==> src/rtl/ctl_resp_pkg.sv <==
package ctl_resp_pkg;
  localparam int HDR_BYTES   = 3;
  localparam int MAX_DATA    = 6;
  localparam int MAX_TYPES   = 4;
  localparam int CNT_W       = $clog2(MAX_DATA + 1);

  localparam logic [7:0] CMD_SET_ID  = 8'h01;
  localparam logic [7:0] CMD_GET_ID  = 8'h02;
  localparam logic [7:0] CMD_VERSION = 8'h04;
  localparam logic [7:0] CMD_TYPES   = 8'h05;

  localparam logic [7:0] ID_RESET    = 8'h09;
  localparam logic [7:0] CC_UNSUPP   = 8'h05;
  localparam logic [7:0] FLAG_KEEP   = 8'h1F;

  // Number of response data bytes for a command.
  function automatic int data_count(input logic [7:0] cmd, input int ntypes);
    case (cmd)
      CMD_SET_ID, CMD_GET_ID: return 4;
      CMD_VERSION:            return 6;
      CMD_TYPES:              return 2 + ntypes;
      default:                return 1;
    endcase
  endfunction

  // Fixed version reply, byte k.
  function automatic logic [7:0] version_byte(input int k);
    case (k)
      1, 3:    return 8'h01;
      4:       return 8'h03;
      5:       return 8'h01;
      default: return 8'h00;
    endcase
  endfunction
endpackage

==> src/rtl/ctl_msg_store.sv <==
module ctl_msg_store
  import ctl_resp_pkg::*;
#(
  parameter int DEPTH = 16,
  localparam int AW = $clog2(DEPTH)
) (
  input  logic                      clk,
  input  logic                      rst_n,
  input  logic                      wr_en,
  input  logic [AW-1:0]             wr_addr,
  input  logic [7:0]                wr_data,
  input  logic                      ld_en,
  input  logic [7:0]                ld_flags,
  input  logic [MAX_DATA-1:0][7:0]  ld_data,
  input  logic [CNT_W-1:0]          ld_cnt,
  input  logic [AW-1:0]             rd_addr,
  output logic [7:0]                rd_data,
  output logic [7:0]                type_b,
  output logic [7:0]                flags_b,
  output logic [7:0]                cmd_b,
  output logic [7:0]                arg_b
);
  logic [7:0] mem [DEPTH];

  for (genvar g = 0; g < DEPTH; g++) begin : g_byte
    localparam bool_data = (g >= HDR_BYTES) && (g < HDR_BYTES + MAX_DATA);
    if (g == 1) begin : g_flags
      always_ff @(posedge clk or negedge rst_n) begin
        if (!rst_n)                               mem[g] <= 8'h00;
        else if (ld_en)                           mem[g] <= ld_flags;
        else if (wr_en && wr_addr == AW'(g))      mem[g] <= wr_data;
      end
    end else if (bool_data) begin : g_data
      localparam int DI = g - HDR_BYTES;
      always_ff @(posedge clk or negedge rst_n) begin
        if (!rst_n)                               mem[g] <= 8'h00;
        else if (ld_en) begin
          if (CNT_W'(DI) < ld_cnt)                mem[g] <= ld_data[DI];
        end
        else if (wr_en && wr_addr == AW'(g))      mem[g] <= wr_data;
      end
    end else begin : g_plain
      always_ff @(posedge clk or negedge rst_n) begin
        if (!rst_n)                               mem[g] <= 8'h00;
        else if (!ld_en && wr_en && wr_addr == AW'(g)) mem[g] <= wr_data;
      end
    end
  end

  assign rd_data = mem[rd_addr];
  assign type_b  = mem[0];
  assign flags_b = mem[1];
  assign cmd_b   = mem[2];
  assign arg_b   = mem[4];
endmodule

==> src/rtl/ctl_cmd_decode.sv <==
module ctl_cmd_decode
  import ctl_resp_pkg::*;
#(
  parameter int          NUM_TYPES = 2,
  parameter logic [31:0] TYPE_LIST = 32'h0000_0400
) (
  input  logic [7:0]                type_b,
  input  logic [7:0]                flags_b,
  input  logic [7:0]                cmd_b,
  input  logic [7:0]                arg_b,
  input  logic [7:0]                own_eid,
  output logic                      is_ctl,
  output logic                      set_hit,
  output logic [7:0]                resp_flags,
  output logic [MAX_DATA-1:0][7:0]  resp_data,
  output logic [CNT_W-1:0]          resp_cnt
);
  assign is_ctl     = (type_b[6:0] == 7'd0);
  assign resp_flags = flags_b & FLAG_KEEP;
  assign resp_cnt   = CNT_W'(data_count(cmd_b, NUM_TYPES));

  always_comb begin
    resp_data = '0;
    set_hit   = 1'b0;
    case (cmd_b)
      CMD_SET_ID: begin
        resp_data[2] = arg_b;
        set_hit      = is_ctl;
      end
      CMD_GET_ID:  resp_data[1] = own_eid;
      CMD_VERSION: begin
        for (int k = 0; k < MAX_DATA; k++) resp_data[k] = version_byte(k);
      end
      CMD_TYPES: begin
        resp_data[1] = 8'(NUM_TYPES);
        for (int i = 0; i < MAX_TYPES; i++)
          if (i < NUM_TYPES) resp_data[2+i] = TYPE_LIST[8*i +: 8];
      end
      default: resp_data[0] = CC_UNSUPP;
    endcase
  end
endmodule

==> src/rtl/ctl_responder.sv <==
module ctl_responder
  import ctl_resp_pkg::*;
#(
  parameter int          DEPTH     = 16,
  parameter int          NUM_TYPES = 2,
  parameter logic [31:0] TYPE_LIST = 32'h0000_0400,
  localparam int AW = $clog2(DEPTH)
) (
  input  logic          clk,
  input  logic          rst_n,
  input  logic          wr_en,
  input  logic [AW-1:0] wr_addr,
  input  logic [7:0]    wr_data,
  input  logic [AW-1:0] rd_addr,
  output logic [7:0]    rd_data,
  input  logic          start,
  output logic          done,
  output logic [7:0]    resp_len,
  output logic [7:0]    own_eid
);
  logic [7:0]               type_b, flags_b, cmd_b, arg_b;
  logic                     is_ctl, set_hit;
  logic [7:0]               resp_flags;
  logic [MAX_DATA-1:0][7:0] resp_data;
  logic [CNT_W-1:0]         resp_cnt;

  // Named events for the checker.
  logic ctl_go, eid_write, host_wr;
  assign ctl_go    = start & is_ctl;
  assign eid_write = start & set_hit;
  assign host_wr   = wr_en & ~start;

  ctl_msg_store #(.DEPTH(DEPTH)) u_store (
    .clk(clk), .rst_n(rst_n),
    .wr_en(host_wr), .wr_addr(wr_addr), .wr_data(wr_data),
    .ld_en(ctl_go), .ld_flags(resp_flags), .ld_data(resp_data), .ld_cnt(resp_cnt),
    .rd_addr(rd_addr), .rd_data(rd_data),
    .type_b(type_b), .flags_b(flags_b), .cmd_b(cmd_b), .arg_b(arg_b)
  );

  ctl_cmd_decode #(.NUM_TYPES(NUM_TYPES), .TYPE_LIST(TYPE_LIST)) u_dec (
    .type_b(type_b), .flags_b(flags_b), .cmd_b(cmd_b), .arg_b(arg_b),
    .own_eid(own_eid), .is_ctl(is_ctl), .set_hit(set_hit),
    .resp_flags(resp_flags), .resp_data(resp_data), .resp_cnt(resp_cnt)
  );

  always_ff @(posedge clk or negedge rst_n) begin
    if (!rst_n) begin
      done     <= 1'b0;
      resp_len <= 8'h00;
      own_eid  <= ID_RESET;
    end else begin
      done <= start;
      if (start) resp_len <= ctl_go ? 8'(HDR_BYTES) + 8'(resp_cnt) : 8'h00;
      if (eid_write) own_eid <= arg_b;
    end
  end
endmodule

==> config.mk <==
export PLATFORM = sky130hd
export DESIGN_NAME = ctl_responder
export DESIGN_NICKNAME = d
export VERILOG_FILES = /design/src/rtl/ctl_resp_pkg.sv /design/src/rtl/ctl_msg_store.sv /design/src/rtl/ctl_cmd_decode.sv /design/src/rtl/ctl_responder.sv
export SDC_FILE = /design/constraint.sdc
export NUM_CORES = 1
export LEC_CHECK = 0
export ABC_AREA = 1
export CAP_MARGIN = 20
export CORE_MARGIN = 4
export CORE_UTILIZATION = 55
export DETAILED_ROUTE_END_ITERATION = 10
export PLACE_DENSITY = 0.85
export SYNTH_ARGS = -nofsm -noshare
export SYNTH_HDL_FRONTEND = slang
export SYNTH_SLANG_ARGS = --single-unit
==> constraint.sdc <==
create_clock -name clk -period 1.8 [get_ports clk]
set_input_delay 0.36 -clock clk [delete_from_list [all_inputs] [get_ports clk]]
set_output_delay 0.36 -clock clk [all_outputs]
set_load 0.01 [all_outputs]
; ---- After elaboration in Yosys (flattened, before gate mapping)
; Index checks and enable logic that the tools add are counted.
[totals]
memories = 0
mem_bits_rw = 0
output_inout_bits = 25
latchBits = 0
romBits = 0
register_bits = 145
[classes]
shift = 0
n_reduce_logical = 36
mux = 31
n_eq_ne = 25
n_addsub = 1
n_lt_le_gt_ge = 7
n_bitwise = 6
multipliers = 0
n_div = 0
[ops]
columns = op, count
row1 = $mux 8, 23
row2 = $bmux 8 s4, 1
row3 = $eq 4x4->1 const B, 8
row4 = $pmux 8 s3, 1
row5 = $logic_and 1x1->1, 17
row6 = $eq 4x3->1 const B, 4
row7 = $eq 8x3->1 const B, 2
row8 = $reduce_and 2->1, 7
row9 = $reduce_bool 2->1, 7
row10 = $ne 2x1->1 const B, 6
row11 = $pmux 3 s2, 2
row12 = $mux 9, 1
row13 = $eq 4x2->1 const B, 2
row14 = $eq 8x1->1 const B, 1
row15 = $eq 8x2->1 const B, 1
row16 = $logic_not 7->1, 1
row17 = $lt 1x3->1 const A, 2
row18 = $lt 2x3->1 const A, 2
row19 = $lt 3x3->1 const A, 2
row20 = $ge 5x5->1 const B, 1
row21 = $not 4->5, 1
row22 = $add 2x3->4 const A, 1
row23 = $eq 4x1->1 const B, 1
row24 = $logic_not 4->1, 1
row25 = other kinds (8), 11

; ---- Longest topological paths before layout
[logic_depth]
depth_word = 6
mapped_depth = 10
mapped_depth_nobuf = 10

; ---- Hierarchy
; Synthesis repeated with hierarchy kept, for this count alone.
[hier_totals]
hier_cells = 1204
area_unflattened_um2 = 8245.4
[modules_own_cells]
columns = module, area_each_um2, instances, cells_per_inst, seq_area_each_um2
row1 = ctl_msg_store, 7003.0, 1, 1011, 3203.1
row2 = ctl_cmd_decode, 653.1, 1, 125, 0.0
row3 = ctl_responder, 589.3, 1, 68, 327.8

; ---- Least setup slack after synthesis
; OpenSTA, ideal clock, no wires.
[synth_timing]
path_kind = input port to output port
from = input port rd_addr[0]
to = output port rd_data[1]
stages = 8
slack_ns = 0.114
t_arrival_ns = 1.326
cell_sequence = buf_2 > inv_1 > buf_2 > buf_2 > nor2_1 > o211ai_1 > nand3_1 > nand2_1
[synth_via]
elab_chain_cells = 4
[synth_lines]
columns = element, line_no
row1 = "start, declared", ctl_responder.sv:14  ; input logic [AW-1:0] rd_addr,
row2 = $not 4->5 (not written as such), ctl_msg_store.sv:50  ; assign rd_data = mem[rd_addr];
row3 = $bmux 8 s4, ctl_msg_store.sv:50
row4 = $mux 8 (not written as such) (2 in series), ctl_msg_store.sv:50
row5 = "end, declared", ctl_responder.sv:15  ; output logic [7:0] rd_data,
; No other way between the ends. The select of a mux whose other input is x is not followed.

; ---- Worst setup path after layout
[layout_timing]
from = register u_store.mem (netlist bit u_store.cmd_b[1])
to = output port rd_data[1]
[layout_via]
elab_chain_cells = 3
[layout_lines]
columns = element, line_no
row1 = "start, declared", ctl_msg_store.sv:23  ; logic [7:0] mem [DEPTH];
row2 = "start signal, assigned by index", ctl_msg_store.sv:45  ; else if (!ld_en && wr_en && wr_addr == AW'(g)) mem[g] <= wr_data;
row3 = $bmux 8 s4, ctl_msg_store.sv:50
row4 = $mux 8 (not written as such) (2 in series), ctl_msg_store.sv:50
; No other way between the ends. The select of a mux whose other input is x is not followed.

==> qor.csv <==
metric,value,unit
worstSetupStartpointType,flop,
drv_slew,0,
skew,0.00775,ns
die_area,14300,um2
clock_sinks,141,
cp-endpoint,rd_data[1],
fin_setup_tns,-2.04,ns
area_delta_synth_final,34.1,%
path_class,flop to primary output,
status,finished with violations,
rsz0062_at_grt,yes,
path_clk_slew,0.06,ns
cts_buffers,17,
antenna_found_initial,0,
grtUsageTotal,0.316,
core-area,12100,um2
fillers,745,
critPathMaxFanout,2,
place.port_buffers,40,
tightest_slew,0.615,ns
wl_per_cell,20.9,um
rows,40,
cts_root_buf,clkbuf_16,
dieHeight,120,um
overflow,0,
htreeDepth,4,
place_hpwl,13.9,mm
cts_tree,built,
drc,0,
setup_violations,29,
grt_pass1_wl,34.9,mm
syn_area_per_cell,7.96,um2
final_antenna_net_count,0,
cp.required,1.44,ns
reg2reg_slack,-0.10,ns
leakage,0.00450,uW
timing.rr.end,u_store.mem[85],
ff2ff_path_depth,11,
synth-seq-cells,141,
fin_ws,-0.287,ns
regArea,3530,um2
hold_viol,0,
hold_path_class,input port to asynchronous set/reset pin,
nNetsFinal,1009,
final_cells,1168,
viasPerCell,6.24,
slew_headroom,0.590,
yosysUniqueCellTypes,23,
routabilityCongestion,0.949,
grt_pass1_vias,6549,
antenna_cells,0,
clockBufferDepth,2,
place_ws,-0.904,ns
fin_crit,2.09,ns
synthesis.area,6850,um2
drive_gt1_frac,0.215,
worst_r2r_startpoint,u_store.cmd_b[5],
fin_crit_sh,1.16,
ys_warn_count,0,
clk_latency,0.43,ns
violations,negative setup slack,
start_util,0.566,
startpoint,u_store.cmd_b[1],
dp_cells,1114,
drt-initial-drc-count,1149,
vias,7284,
vdd.ir_drop.worst,0.000908,V
synth_seq_area_share,0.515,
p_per_area,1210,nW/um2
drt_first_pass_iters,6,
io_pins,45,
cp.arrival,1.73,ns
maxCapViolCount,0,
synthCells,861,
placed_area,8080,um2
grt_max_degree,73,
cp-end-kind,primary output,
wl,24.4,mm
final_cell_area,9190,um2
die_w,120,um
power,11200,uW
multi_input_area,3020,um2
max_freq,479,MHz
where the power goes:
part / switching [uW] / internal (uW) / total (uW)
combinational: 1790 / 1260 / 3050
clock: 1370 / 2090 / 3460
sequential: 599 / 4060 / 4650
worst min path at each step:
stage | to | slack [ns] | from | depth (start not counted)
finish | u_store.type_b[0] | 0.39 | rst_n | 2
global route | u_store.type_b[6] | 0.40 | rst_n | 2
CTS | u_store.type_b[6] | 0.40 | rst_n | 2
detailed placement | u_store.type_b[0] | 0.27 | rst_n | 1
global placement | u_store.type_b[0] | 0.28 | rst_n | 1
floorplan | done | 0.06 | rst_n | 0
layer usage:
| layer | GRT usage | vias to the layer above | wire, um |
|---|---|---|---|
| met4 | 0.142 | 0 | 1580 |
| met1 | 0.408 | 3381 | 8470 |
| li1 | - | 3095 | - |
| met3 | 0.101 | 181 | 3140 |
| met2 | 0.490 | 627 | 11200 |
| met5 | 0 | - | 0 |
registers in the layout (all words and copies together) (netlist names):
name,cells
u_store.cmd_b,8
u_store.mem,96
u_store.flags_b,8
resp_len,4
u_store.arg_b,8
u_store.type_b,8
own_eid,8
done,1
cell usage in the layout, fill, tap and decap left out, types with 11 or more instances in the layout:
master             n
o21ai_0          152
o211ai_1          48
nand2_1          227
clkbuf_16         21
clkdlybuf4s50_1   23
buf_6             11
dfrtp_1          138
nand2_2           11
nand3_1           53
inv_1             50
nor2_1            68
buf_12            13
buf_4             92
through the flow:
step	utilization	hold slack [ns]
floorplan	-	0.0644
global placement	0.667	0.276
detailed placement	0.667	0.274
CTS	0.730	0.398
global route	0.759	0.396
finish	0.759	0.392
worst max-delay path, cell delays in order (launching register included):
cell      delay, ns
dfrtp_1        0.34
inv_1          0.06
a21oi_1        0.22
o21ai_0        0.18
nand3_1        0.14
o211ai_1       0.11
nand2_1        0.12
buf_6          0.12
timing repair:
| action | in CTS | in global routing |
|---|---|---|
| setup endpoints to repair | 68 | 57 |
| hold endpoints to repair | 29 | 0 |
| setup buffers | 7 | 8 |
| hold buffers | 1 | 0 |
| gates cloned | 4 | 5 |
| pin swaps | 28 | 26 |
| resized for setup | 76 | 51 |
layout make-up:
class                   count  share of cell area
flip-flops and latches    141               0.384
well taps                 168              0.0229
inverters                  60              0.0260
repair buffers            159               0.177
multi-input cells         610               0.328
clock buffers              20              0.0497
clock inverters            10              0.0124
kinds of logic after synthesis:
kind of cell / after synthesis / synth area share
and+or+nand+nor: 388 / 0.234
DFF: 141 / 0.515
buffers and inverters: 114 / 0.0741
AOI/OAI and AO/OA: 217 / 0.176
other: 1 / 0.000547
cells in the mapped netlist (all sizes together):
cell type | count | area [um2]
dfstp | 2 | 52.6
a21oi | 6 | 30.0
dfrtp | 139 | 3480
nand3 | 60 | 300
nor3 | 4 | 53.8
nor2 | 79 | 307
clkbuf | 26 | 97.6
buf | 28 | 185
conb | 1 | 3.75
o21ai | 162 | 811
nand2 | 244 | 936
inv | 60 | 225
o31ai | 1 | 7.51
nand4 | 1 | 6.26
o211ai | 48 | 360
Note: power is estimated with default switching activity, not from simulation.
